===== src/rtl/pfstore_pkg.sv =====
package pfstore_pkg;

  typedef enum logic [1:0] {
    ST_ARMED = 2'd0,
    ST_STORE = 2'd1,
    ST_SPENT = 2'd2
  } pfState_t;

  typedef struct packed {
    logic loadStore;
    logic countStore;
  } pfStrobes_t;

endpackage


===== src/rtl/pfstore_datapath.sv =====
module pfstore_datapath
  import pfstore_pkg::*;
#(
  parameter int STORE_CYCLES = 625000,
  parameter int RAM_DELAY    = 25000,
  parameter int NV_DELAY     = 1250000
) (
  input  logic       clk,
  input  logic       rstN,
  input  pfStrobes_t strobes,
  input  logic       supplyLow,
  output logic       storeLast,
  output logic       ramReady,
  output logic       nvReady,
  output logic       statusPullLow
);

  localparam int STORE_W = $clog2(STORE_CYCLES + 1);
  localparam int PWR_W   = $clog2(NV_DELAY + 1);
  localparam logic [STORE_W-1:0] STORE_LOAD = STORE_W'(STORE_CYCLES - 1);
  localparam logic [PWR_W-1:0]   RAM_LIM    = PWR_W'(RAM_DELAY);
  localparam logic [PWR_W-1:0]   NV_LIM     = PWR_W'(NV_DELAY);

  logic [STORE_W-1:0] storeCnt;
  logic [PWR_W-1:0]   pwrCnt;

  // store duration timer
  always_ff @(posedge clk or negedge rstN) begin
    if (!rstN) begin
      storeCnt <= '0;
    end else if (strobes.loadStore) begin
      storeCnt <= STORE_LOAD;
    end else if (strobes.countStore && storeCnt != '0) begin
      storeCnt <= storeCnt - 1'b1;
    end
  end

  assign storeLast = (storeCnt == '0);

  // power-up window counter, saturating at the longer window
  always_ff @(posedge clk or negedge rstN) begin
    if (!rstN) begin
      pwrCnt <= '0;
    end else if (pwrCnt != NV_LIM) begin
      pwrCnt <= pwrCnt + 1'b1;
    end
  end

  assign ramReady = (pwrCnt >= RAM_LIM);
  assign nvReady  = (pwrCnt == NV_LIM);

  always_ff @(posedge clk or negedge rstN) begin
    if (!rstN) begin
      statusPullLow <= 1'b0;
    end else begin
      statusPullLow <= supplyLow;
    end
  end

endmodule


===== src/rtl/pfstore_ctrl.sv =====
module pfstore_ctrl
  import pfstore_pkg::*;
(
  input  logic       clk,
  input  logic       rstN,
  input  logic       supplyLow,
  input  logic       storeEnable,
  input  logic       ramWritten,
  input  logic       nvReady,
  input  logic       storeLast,
  output pfStrobes_t strobes,
  output logic       storeBusy,
  output logic       storeKick
);

  pfState_t state, stateNext;
  logic     mayStore;
  logic     launch;

  assign mayStore = storeEnable & ramWritten & nvReady;
  assign launch   = (state == ST_ARMED) & supplyLow & mayStore;

  always_comb begin
    stateNext          = state;
    strobes.loadStore  = 1'b0;
    strobes.countStore = 1'b0;
    unique case (state)
      ST_ARMED: begin
        if (supplyLow) begin
          if (mayStore) begin
            stateNext         = ST_STORE;
            strobes.loadStore = 1'b1;
          end else begin
            stateNext = ST_SPENT;
          end
        end
      end
      ST_STORE: begin
        strobes.countStore = 1'b1;
        if (storeLast) begin
          stateNext = supplyLow ? ST_SPENT : ST_ARMED;
        end
      end
      ST_SPENT: begin
        if (!supplyLow) begin
          stateNext = ST_ARMED;
        end
      end
      default: stateNext = ST_ARMED;
    endcase
  end

  always_ff @(posedge clk or negedge rstN) begin
    if (!rstN) begin
      state     <= ST_ARMED;
      storeKick <= 1'b0;
    end else begin
      state     <= stateNext;
      storeKick <= launch;
    end
  end

  assign storeBusy = (state == ST_STORE);

endmodule


===== src/rtl/power_fail_store.sv =====
module power_fail_store
  import pfstore_pkg::*;
#(
  parameter int STORE_CYCLES = 625000,
  parameter int RAM_DELAY    = 25000,
  parameter int NV_DELAY     = 1250000
) (
  input  logic clk,
  input  logic rstN,
  input  logic supplyLow,
  input  logic storeEnable,
  input  logic ramWritten,
  output logic storeBusy,
  output logic storeKick,
  output logic ramAccessOk,
  output logic nvAccessOk,
  output logic statusPullLow
);

  pfStrobes_t strobes;
  logic       storeLast;
  logic       ramReady;
  logic       nvReady;

  pfstore_ctrl i_ctrl (
    .clk        (clk),
    .rstN       (rstN),
    .supplyLow  (supplyLow),
    .storeEnable(storeEnable),
    .ramWritten (ramWritten),
    .nvReady    (nvReady),
    .storeLast  (storeLast),
    .strobes    (strobes),
    .storeBusy  (storeBusy),
    .storeKick  (storeKick)
  );

  pfstore_datapath #(
    .STORE_CYCLES(STORE_CYCLES),
    .RAM_DELAY   (RAM_DELAY),
    .NV_DELAY    (NV_DELAY)
  ) i_datapath (
    .clk          (clk),
    .rstN         (rstN),
    .strobes      (strobes),
    .supplyLow    (supplyLow),
    .storeLast    (storeLast),
    .ramReady     (ramReady),
    .nvReady      (nvReady),
    .statusPullLow(statusPullLow)
  );

  assign ramAccessOk = ramReady & ~storeBusy;
  assign nvAccessOk  = nvReady & ~storeBusy;

endmodule


===== config.mk =====
export PLATFORM = sky130hd
export DESIGN_NAME = power_fail_store
export DESIGN_NICKNAME = d
export VERILOG_FILES = /design/src/rtl/pfstore_pkg.sv /design/src/rtl/pfstore_datapath.sv /design/src/rtl/pfstore_ctrl.sv /design/src/rtl/power_fail_store.sv
export SDC_FILE = /design/constraint.sdc
export NUM_CORES = 1
export LEC_CHECK = 0
export BUFFER_PORTS_ARGS = -buffer_cell sky130_fd_sc_hd__buf_2
export CAP_MARGIN = 20
export CORE_ASPECT_RATIO = 1.2
export CORE_UTILIZATION = 45
export CTS_CLUSTER_DIAMETER = 100
export CTS_CLUSTER_SIZE = 40
export DETAILED_ROUTE_END_ITERATION = 16
export REMOVE_ABC_BUFFERS = 1
export SLEW_MARGIN = 25
export SYNTH_ARGS = -nofsm -noshare
export SYNTH_HDL_FRONTEND = slang
export SYNTH_SLANG_ARGS = --single-unit

===== constraint.sdc =====
create_clock -name clk -period 2.5 [get_ports clk]
set_input_delay 0.375 -clock clk [delete_from_list [all_inputs] [get_ports clk]]
set_output_delay 0.375 -clock clk [all_outputs]
set_load 0.05 [all_outputs]

### Word-level counts from Yosys, hierarchy flattened

Cells that the tools add are included.

* equal/unequal tests: 7
* add/subtract/negate cells: 2
* multiplexer cells: 12
* bitwise operators: 7
* reduce and logical (&&, ||, !) cells: 6
* magnitude comparators: 1

Operator list (count)
* 20-bit two-way mux: 2
* 21-bit by 1-bit adder with 21-bit output, second input constant: 1
* 21-bit equality test, second input constant: 1
* 21-bit by 15-bit >= comparator with 1-bit output, second input constant: 1
* 21-bit inequality test, second input constant: 1
* 20-bit zero test: 1
* 20-bit nonzero test: 1
* 20-bit by 1-bit subtractor with 20-bit output, second input constant: 1
* 2-bit two-way mux: 5
* 1-bit bitwise AND: 6
* 2-bit one-hot mux with 3 select lines: 1
* 1-bit two-way mux: 4
* 2-bit inequality test, second input constant: 2
* 3-bit AND reduction: 1
* 2-bit by 1-bit equality test with 1-bit output, second input constant: 1
* 2-bit equality test, second input constant: 1
* 2-bit zero test: 1
* 2-bit by 1-bit inequality test with 1-bit output, second input constant: 1
* 2-bit nonzero test: 1
* 1-bit logical AND: 1
* 1-bit NOT: 1

* output and inout port bits: 5
* input port bits: 5
* logic and storage cells: 40
* register bits: 45

### Depth between registers and ports, before layout

Gate-level depths: netlist of the first run.

* word-level depth: 6
* gate-level depth with buffers: 9
* mapped depth without buffers: 7

### By module

Synthesis of the first run repeated with hierarchy kept, for this count alone.

* cell total of the unflattened synthesis: 238
* area, all modules: 2378.5 µm²

By module, submodules not included
* pfstore_datapath: area each 2198.4 µm², times used 1, cells each 220
* pfstore_ctrl: area each 167.7 µm², times used 1, cells each 16
* power_fail_store: area each 12.5 µm², times used 1, cells each 2

### Worst setup path after synthesis of the first run

Ideal clock, no wire load.

* path type: register -> output
* from: register i_datapath.pwrCnt[0]
* to: output nvAccessOk
* path slack: 58 ps
* arrival time: 2067 ps
* buffers on the path: 0
* cell stages (with the launch flop): 6
* cell sequence: dfrtp_1 -> inv_1 -> ha_1 -> nor4b_1 -> nand4_1 -> nor3_1

* cells in the longest elaborated chain, start to end: 2

Ends and longest elaborated chain
* start: declaration: line pfstore_datapath.sv:25 `logic [PWR_W-1:0] pwrCnt;`
* start signal: assignment: line pfstore_datapath.sv:45 `pwrCnt <= pwrCnt + 1'b1;`
* 21-bit equality test: line pfstore_datapath.sv:50 `assign nvReady = (pwrCnt == NV_LIM);`
* 1-bit bitwise AND: line power_fail_store.sv:54 `assign nvAccessOk = nvReady & ~storeBusy;`
* end: declaration: line power_fail_store.sv:16 `output logic nvAccessOk,`

No other way between the ends.

### Worst setup path after layout of the first run

* from: register i_datapath.storeCnt[0]
* to: register i_datapath.storeCnt[0]

* cells in the longest elaborated chain, start to end: 3

Ends and longest elaborated chain
* start: declaration: line pfstore_datapath.sv:24 `logic [STORE_W-1:0] storeCnt;`
* start signal: assignment: line pfstore_datapath.sv:34 `storeCnt <= storeCnt - 1'b1;`
* 20-bit by 1-bit subtractor with 20-bit output or 20-bit nonzero test (tied branches): line pfstore_datapath.sv:34, pfstore_datapath.sv:33
* 20-bit two-way mux or 1-bit logical AND (tied branches): line pfstore_datapath.sv:33 `end else if (strobes.countStore && storeCnt != '0) begin`
* 20-bit two-way mux or 2-bit nonzero test (tied branches)

Several ways; a longest one is shown, not always the timed one. The select of a mux whose other input is x is not followed.
A chain may end at the register's enable or synchronous reset.

==> impl_metrics.toml, run 1 <==
[outcome]
status = "finished, final reports clean"

[logic_synthesis]
synth-edff-count = 0
ys.flop_type = "dfrtp_1"
synth-async-reset-ratio_pct = 100
ys_types = 49
ys_ff_latch = 45
avgSynthCellArea_sq_um = 10.3
synth_top_area_share_pct = 46.5
netlist_top_cells_count = "45 x dfrtp_1, 17 x xnor2_1, 16 x nand3_1"
synth_area_leaders = "dfrtp_1 46%, xnor2_1 6.1%, nand3_1 3.3%, or4_4 2.8%, or4_1 2.5%"
synthCells = 236
synth_most_common_cell = "dfrtp_1"
synth_top_area_cell = "dfrtp_1"
ys_warn_count = 0
syn_area_sq_mm = 0.00242
yosysSeqAreaShare_pct = 46.5

[grt]
grt_max_degree = 18
grt_pass1_wl_um = 8560
gr-usage-met3_pct = 4.12
grt_pass1_vias = 1799
overflow = 0
antenna_found_initial = 0
grt_use_met2_pct = 36.5
track_usage_pct = 20.8
met1_usage_pct = 24.7
gr-max-usage-layer = "met2"

[cts]
clk_transition_reported_paths_ps = 80
cts_sinks = 45
cts-buffers-inserted = 5
ctsHoldBuffers = 1
h-tree-depth = 2
cts_root_buf = "clkbuf_8"
cts_buffer_depth = 2
postCtsSetupBuffers = 0
ctsResizeCount = 0
cts_tree = "built"
clk_latency_ps = 300

[sta]
finClkSkew_ps = 9.39
fmax_mhz = 427
min_period_over_period_pct = 93.6
finalWorstSetupSlack_ps = 160
worstMarginPinSlew_ps = 491
max_slew_margin_pct = 66.8
setup_viol_count_final = 0
fin_crit_ps = 2340
timing.hold.ws_ps = 206
rsz0062_at_grt = "no"
slew_viol_final = 0
hold_viol_final = 0

[placement]
dp_slack_ps = 190
dp_hpwl_um = 3780
port-buffer-count = 9
gp_congestion = 0.816

[cells_and_area]
syn2layout_area_growth_pct = 10.6
layout-drive-gt1-share_pct = 16.4
insertedDiodeCount = 0
regArea_sq_mm = 0.00113
nets = 264
multi_input_area_sq_mm = 0.00124
num-fill-cells = 472
utilization_pct = 53.1

[floorplanning]
num_rows = 28
core_area_sq_mm = 0.00504
die_h_um = 82.4
start_util_pct = 48.0
dieWidth_um = 69.0
ioPinCount = 10
design.die.area_sq_mm = 0.00568

[power_and_ir_drop]
intPower_w = 0.00100
p_sw_share_pct = 25.0
p_leak_nw = 1.02
power_frac_comb_pct = 7.6
clockPowerShare_pct = 32.9
power_density_mw_per_mm2 = 499
pwr-share-seq_pct = 59.5
peakVddDrop_mv = 0.213
p_sw_w = 0.000335

[routing]
firstDrtPassIters = 5
routed_wl_um = 5340
drcViolationCount = 0
drt_iter0_drc = 100
antenna_left = 0
wl_per_cell_um = 16.9
via_per_inst = 6.01
vias = 1900

[critical_path]
start_kind = "flop"
worstSetupPathType = "reg2reg"
end_kind = "flop"
crit_required_ps = 2720
worstPathMaxFanout = 5
arrival_ps = 2560

[flow_run]
maxCapViolations = 0

[min_path]
hp-class = "in2reg"
per-stage QoR:
step                      setup TNS (ps)  std cells  power (W)  instance area [sq um]
after floorplan                    -6850        227   0.000862                   2380
after global placement                 0        307   0.000908                   2590
after detailed placement               0        307   0.000910                   2590
after CTS                              0        316    0.00135                   2680
after global routing                   0        316    0.00140                   2680
final                                  0        316    0.00134                   2680
area by class of cell:
| type | instances | share of cell area (%) |
|---|---|---|
| Tap cell | 60 | 2.80 |
| Timing Repair Buffer | 21 | 5.14 |
| Clock buffer | 8 | 2.99 |
| Multi-Input combinational cell | 176 | 46.2 |
| Sequential cell | 45 | 42.0 |
| Inverter | 6 | 0.840 |
kinds of logic after synthesis:
logic type	share of synthesized area, %
and+or+nand+nor	27.8
DFF	46.5
AOI/OAI and AO/OA	12.6
xor gates and xnor gates	7.59
buffers and inverters	2.63
adders and majority gates	2.07
muxes	0.878
cell usage in the layout, fill, tap and decap left out, types with 3 or more instances in the layout:
cell type and count:
clkbuf_1 3, nor3_1 6, buf_2 9, and2_1 3, o31ai_1 7, and3_1 5
nand2_1 9, or4_1 8, or3_1 8, nand4_1 8, inv_1 6, dfrtp_1 45
a21oi_1 9, and4_1 3, nand3_1 16, clkbuf_8 5, nor2_1 11, ha_1 4
o41ai_1 5, nor4_1 3, xor2_1 4, xnor2_1 17, or4_4 6, o21ai_0 9
buf_4 11
flip-flops by register name (all words and copies together) (netlist names):
signal / cells
i_ctrl.state: 2
i_datapath.pwrCnt: 21
i_datapath.storeCnt: 20
i_datapath.statusPullLow: 1
i_ctrl.storeKick: 1
critical path, cell delays in order, from the launching register on:
cell,delay [ps]
dfrtp_1,420
inv_1,120
ha_1,160
or4b_1,450
or4_4,530
o21ai_0,350
mux2i_1,240
power groups by stage:
stage	logic (W)	clock network [W]	registers, W
floorplan	0.0000530	0	0.000809
global placement	0.000101	0	0.000807
detailed placement	0.000102	0	0.000808
CTS	0.000104	0.000456	0.000794
global route	0.000118	0.000487	0.000800
finish	0.000102	0.000441	0.000795
per-layer routing:
metal | wire length, um | share of wire (%) | vias to the layer above
li1 | - | - | 935
met1 | 2500 | 47 | 937
met2 | 2660 | 50 | 19
met3 | 95 | 1.8 | 9
met4 | 84 | 1.6 | 0
met5 | 0 | 0 | -
final timing paths:
path / startpoint / endpoint / slack (ps) / cells past startpoint
max: i_datapath.storeCnt[0]$_DFFE_PN0P_ / i_datapath.storeCnt[0]$_DFFE_PN0P_ / 160 / 6
min: supplyLow / i_datapath.statusPullLow$_DFF_PN0_ / 210 / 1
max reg2reg: i_datapath.storeCnt[0]$_DFFE_PN0P_ / i_datapath.storeCnt[0]$_DFFE_PN0P_ / 160 / 6
min reg2reg: i_datapath.pwrCnt[14]$_DFFE_PN0P_ / i_datapath.pwrCnt[14]$_DFFE_PN0P_ / 500 / 1
max in group asynchronous: rstN / i_datapath.pwrCnt[16]$_DFFE_PN0P_ / 1450 / 3
min in group asynchronous: rstN / i_datapath.storeCnt[4]$_DFFE_PN0P_ / 510 / 2
(Power assumes the default switching activity.)
==> run 2, diff against run 1 <==
--- a/config.mk
+++ b/config.mk
@@ -17,3 +17,4 @@
 export SYNTH_ARGS = -nofsm -noshare
 export SYNTH_HDL_FRONTEND = slang
 export SYNTH_SLANG_ARGS = --single-unit
+export TNS_END_PERCENT = 5
==> constraint.sdc (replaced) <==
create_clock -name clk -period 2.9 [get_ports clk]
set_input_delay 0.435 -clock clk [delete_from_list [all_inputs] [get_ports clk]]
set_output_delay 0.435 -clock clk [all_outputs]
set_load 0.05 [all_outputs]
==> run 2 against run 1 <==
First-iteration DRC count increased by 11%; worst setup slack improved by 330 ps; global-route usage grew 1.1 points; hold slack worse by 87 ps; total power shrank 13%; critical endpoint is now nvAccessOk; largest cell class unchanged; largest power group unchanged.
==> impl_metrics.toml, run 2 (synthesis gave the netlist of run 1 again) <==
[floorplanning]
core_area_sq_mm = 0.00504
die_h_um = 82.4
design.die.area_sq_mm = 0.00568
ioPinCount = 10
num_rows = 28
dieWidth_um = 69.0
start_util_pct = 48.0

[sta]
setup_viol_count_final = 0
min_period_over_period_pct = 83.2
rsz0062_at_grt = "no"
fin_crit_ps = 2410
timing.hold.ws_ps = 119
finClkSkew_ps = 4.44
worstMarginPinSlew_ps = 559
slew_viol_final = 0
hold_viol_final = 0
fmax_mhz = 414
max_slew_margin_pct = 62.8

[grt]
grt_pass1_wl_um = 9000
antenna_found_initial = 0
track_usage_pct = 21.9
grt_max_degree = 46
overflow = 0
grt_pass1_vias = 1886

[critical_path]
start_kind = "flop"
cp_slowest_cell = "nor4bb_1"
worstPathMaxFanout = 5
reg2reg_depth = 6
path_buf_inv = 1
r2r_end = "i_ctrl.state[1]$_DFFE_PN0P_"
r2r-start = "i_datapath.storeCnt[0]$_DFFE_PN0P_"
worst_path_largest_cell_delay_ps = 460
crit_family = "simple AND/OR/NAND/NOR gates"
end_kind = "output pin"
worstSetupPathType = "reg2out"
arrival_ps = 1980
crit_required_ps = 2470
path_cells = "nor4bb_1 -> nand4_1 -> nor3_1 -> buf_2"
r2r_slack_ps = 490

[routing]
routed_wl_um = 5300
firstDrtPassIters = 4
drt_iter0_drc = 111
via_per_inst = 6.12
antenna_left = 0
vias = 1892
drcViolationCount = 0
wl_per_cell_um = 17.1

[placement]
post-place-cells = 302
dp_hpwl_um = 3680
gp_congestion = 0.834
port-buffer-count = 9

[power_and_ir_drop]
p_sw_w = 0.000282
p_leak_nw = 0.995
intPower_w = 0.000875
power_frac_comb_pct = 6.1
power.total_w = 0.00116
peakVddDrop_mv = 0.241
pwr-share-seq_pct = 59.7
clockPowerShare_pct = 34.2
p_sw_share_pct = 24.4
power_density_mw_per_mm2 = 438

[cts]
cts_root_buf = "clkbuf_8"
ctsResizeCount = 0
clk_latency_ps = 300
cts_buffer_depth = 2
ctsHoldBuffers = 0
cts-buffers-inserted = 5
cts_tree = "built"
postCtsSetupBuffers = 0
cts_sinks = 45
clk_transition_reported_paths_ps = 80
h-tree-depth = 2

[cells_and_area]
insertedDiodeCount = 0
top_regs = "i_datapath.pwrCnt: 21 flops, i_datapath.storeCnt: 20 flops, i_ctrl.state: 2 flops"
regMostFlops = "i_datapath.pwrCnt"
instances_no_fill = 309
largest_register_ffs = 21
final_common_cell = "dfrtp_1"
layout-drive-gt1-share_pct = 15.3
mostFrequentLayoutCells = "45 x dfrtp_1, 17 x xnor2_1, 16 x nand3_1"
syn2layout_area_growth_pct = 9.04
nets = 258
utilization_pct = 52.4

[flow_run]
maxCapViolations = 0

[outcome]
status = "finished, final reports clean"

[min_path]
hp-class = "in2async"
-- run 2: cell count changes in the layout (fill, tap and decap cells not counted), sizes merged --
cell,delta
buf,-5
clkbuf,-1
dlygate4sd3,-1
-- run 2: worst max path at each step --
stage                     cells past startpoint  slack [ps]                               start                            endpoint
after floorplan                               6        -260  i_datapath.storeCnt[0]$_DFFE_PN0P_  i_datapath.storeCnt[2]$_DFFE_PN0P_
after global placement                        6         560  i_datapath.storeCnt[0]$_DFFE_PN0P_         i_ctrl.state[1]$_DFFE_PN0P_
after detailed placement                      6         520  i_datapath.storeCnt[0]$_DFFE_PN0P_         i_ctrl.state[1]$_DFFE_PN0P_
after CTS                                     6         490  i_datapath.storeCnt[0]$_DFFE_PN0P_         i_ctrl.state[1]$_DFFE_PN0P_
after global routing                          6         310  i_datapath.storeCnt[0]$_DFFE_PN0P_  i_datapath.storeCnt[0]$_DFFE_PN0P_
final                                         4         490   i_datapath.pwrCnt[12]$_DFFE_PN0P_                          nvAccessOk
-- run 2: power groups by stage --
stage	registers (W)	logic, W	clock network (W)
floorplan	0.000698	0.0000457	0
global placement	0.000703	0.0000726	0
detailed placement	0.000703	0.0000729	0
CTS	0.000691	0.0000732	0.000414
global route	0.000696	0.0000847	0.000432
finish	0.000691	0.0000710	0.000396
-- run 2: per-stage QoR --
stage,setup TNS [ps],worst slack (ps),area (sq um)
final,0,486,2640
after global routing,0,307,2640
after CTS,0,495,2640
after detailed placement,0,516,2550
after global placement,0,565,2550
after floorplan,-1250,-259,2380
-- run 2: routing by layer --
layer | track usage, % | vias to the layer above | share of wire, %
li1 | - | 923 | -
met1 | 27.7 | 941 | 45
met2 | 36.3 | 20 | 51
met3 | 4.40 | 8 | 2.0
met4 | 8.16 | 0 | 1.8
met5 | 0 | - | 0
-- run 2: area by class of cell --
class                   instances  area (sq um)
repair buffers                 15          92.6
well taps                      60          75.1
fillers                       483          2400
multi-input cells             176          1240
flip-flops and latches         45          1130
inverters                       6          22.5
clock buffers                   7          86.3
==> run 3, diff against run 2 <==
==> constraint.sdc (replaced) <==
create_clock -name clk -period 2.3 [get_ports clk]
set_input_delay 0.345 -clock clk [delete_from_list [all_inputs] [get_ports clk]]
set_output_delay 0.345 -clock clk [all_outputs]
set_load 0.05 [all_outputs]
==> run 3 against run 2 <==
Sequential cell count is the same; final area is 6.6% higher; non-clock buffer count rose by 20; sequential share of layout area decreased by 2.6 points; utilization grew 3.4 points; sequential power is 22% higher; critical endpoint is now i_datapath.storeCnt[18]$_DFFE_PN0P_; largest cell class unchanged; highest routed layer unchanged.
==> impl_metrics.toml, run 3 (synthesis gave the netlist of run 1 again) <==
[outcome]
status = "finished, final reports clean"

[sta]
finClkSkew_ps = 8.20
rsz0062_at_grt = "yes"
setup_viol_count_final = 0
finalWorstSetupSlack_ps = 44.7
fin_crit_ps = 2260
fmax_mhz = 443
slew_viol_final = 0
worstMarginPinSlew_ps = 518
hold_viol_final = 0
max_slew_margin_pct = 65.2
setup_tns_ps = 0
min_period_over_period_pct = 98.1

[placement]
gp_congestion = 0.828
port-buffer-count = 9
detailed_place.area_sq_mm = 0.00270
post-place-cells = 321
dp_slack_ps = 35.9
dp_hpwl_um = 3990

[critical_path]
worstPathMaxFanout = 5
r2r_slack_ps = 40
end_kind = "flop"
worstSetupPathType = "reg2reg"
crit_required_ps = 2540
r2r_end = "i_datapath.storeCnt[18]$_DFFE_PN0P_"
r2r-start = "i_datapath.storeCnt[4]$_DFFE_PN0P_"
start_kind = "flop"
arrival_ps = 2490
reg2reg_depth = 4

[cells_and_area]
regMostFlops = "i_datapath.pwrCnt"
insertedDiodeCount = 0
layout-drive-gt1-share_pct = 23.3
largest_register_ffs = 21
instances_no_fill = 330
regArea_sq_mm = 0.00113
syn2layout_area_growth_pct = 16.2
top_regs = "i_datapath.pwrCnt: 21 flops, i_datapath.storeCnt: 20 flops, i_ctrl.state: 2 flops"
design_area_sq_mm = 0.00282
final_common_cell = "dfrtp_1"
multi_input_area_sq_mm = 0.00126
num-fill-cells = 465
nets = 278
mostFrequentLayoutCells = "44 x dfrtp_1, 26 x buf_4, 17 x xnor2_1"

[floorplanning]
core_area_sq_mm = 0.00504
ioPinCount = 10
start_util_pct = 48.0
design.die.area_sq_mm = 0.00568
die_h_um = 82.4
dieWidth_um = 69.0
num_rows = 28

[cts]
h-tree-depth = 2
cts_tree = "built"
cts_sinks = 45
cts_root_buf = "clkbuf_8"
cts_buffer_depth = 2
clk_latency_ps = 300
clk_transition_reported_paths_ps = 90
cts-buffers-inserted = 5

[grt]
grt_pass1_vias = 1891
track_usage_pct = 22.1
grt_max_degree = 19
overflow = 0
antenna_found_initial = 0
grt_pass1_wl_um = 8980

[min_path]
whs_path_depth = 1
hp-class = "in2reg"
hold_start = "supplyLow"
whs_endpoint = "i_datapath.statusPullLow$_DFF_PN0_"

[power_and_ir_drop]
power_density_mw_per_mm2 = 530
p_leak_nw = 1.09
peakVddDrop_mv = 0.303
power.total_w = 0.00149

[routing]
drcViolationCount = 0
wl_per_cell_um = 16.9
antenna_left = 0
vias = 1969
routed_wl_um = 5590
drt_iter0_drc = 85
via_per_inst = 5.97
firstDrtPassIters = 4

[flow_run]
maxCapViolations = 0
[run 3: report_power, final]
part	total (W)	internal [W]	leakage (nW)	switching (W)
combinational	0.000162	0.0000795	0.523	0.0000828
clock	0.000485	0.000211	0.0450	0.000274
sequential	0.000844	0.000822	0.525	0.0000229
[run 3: per-stage QoR]
step / hold slack, ps / util [%]
detailed placement: 311 / 53.4
CTS: 159 / 55.4
floorplan: 49.4 / -
global placement: 300 / 53.4
finish: 171 / 55.8
global route: 169 / 55.8
[run 3: worst max-delay path by stage]
stage	slack, ps	startpoint	to	cells after the start
after floorplan	-860	i_datapath.storeCnt[0]$_DFFE_PN0P_	i_datapath.storeCnt[2]$_DFFE_PN0P_	6
after global routing	-60	i_datapath.storeCnt[1]$_DFFE_PN0P_	i_ctrl.state[1]$_DFFE_PN0P_	6
after CTS	10	i_datapath.storeCnt[13]$_DFFE_PN0P_	i_datapath.storeCnt[18]$_DFFE_PN0P_	4
after detailed placement	40	i_datapath.storeCnt[13]$_DFFE_PN0P_	i_datapath.storeCnt[18]$_DFFE_PN0P_	4
after global placement	70	i_datapath.storeCnt[13]$_DFFE_PN0P_	i_datapath.storeCnt[18]$_DFFE_PN0P_	4
final	40	i_datapath.storeCnt[4]$_DFFE_PN0P_	i_datapath.storeCnt[18]$_DFFE_PN0P_	4
[run 3: timing repair]
action | in CTS | in global routing
endpoints found under the setup margin | 1 | 4
pin swaps | 0 | 1
hold buffers | 1 | 0
gates resized for setup | 2 | 4
endpoints found under the hold margin | 16 | 0
setup buffers | 0 | 0
[run 3: critical path, cell delays in order, from the launching register on]
cell and delay (ps):
dfrtp_1 450, or4_4 570, or4_4 510, or4_4 520, a21oi_2 140
[run 3: layout make-up]
type,instances,share of cell area [%]
repair buffers,35,8.71
inverters,6,0.800
clock inverters,2,0.356
well taps,60,2.67
flip-flops and latches,45,40.0
multi-input cells,176,44.8
clock buffers,6,2.58
[run 3: routing by layer]
metal,track usage [%],wire length [um]
met1,25.9,2460
met2,37.6,2830
met3,4.81,160
met4,11.0,138
met5,0,0
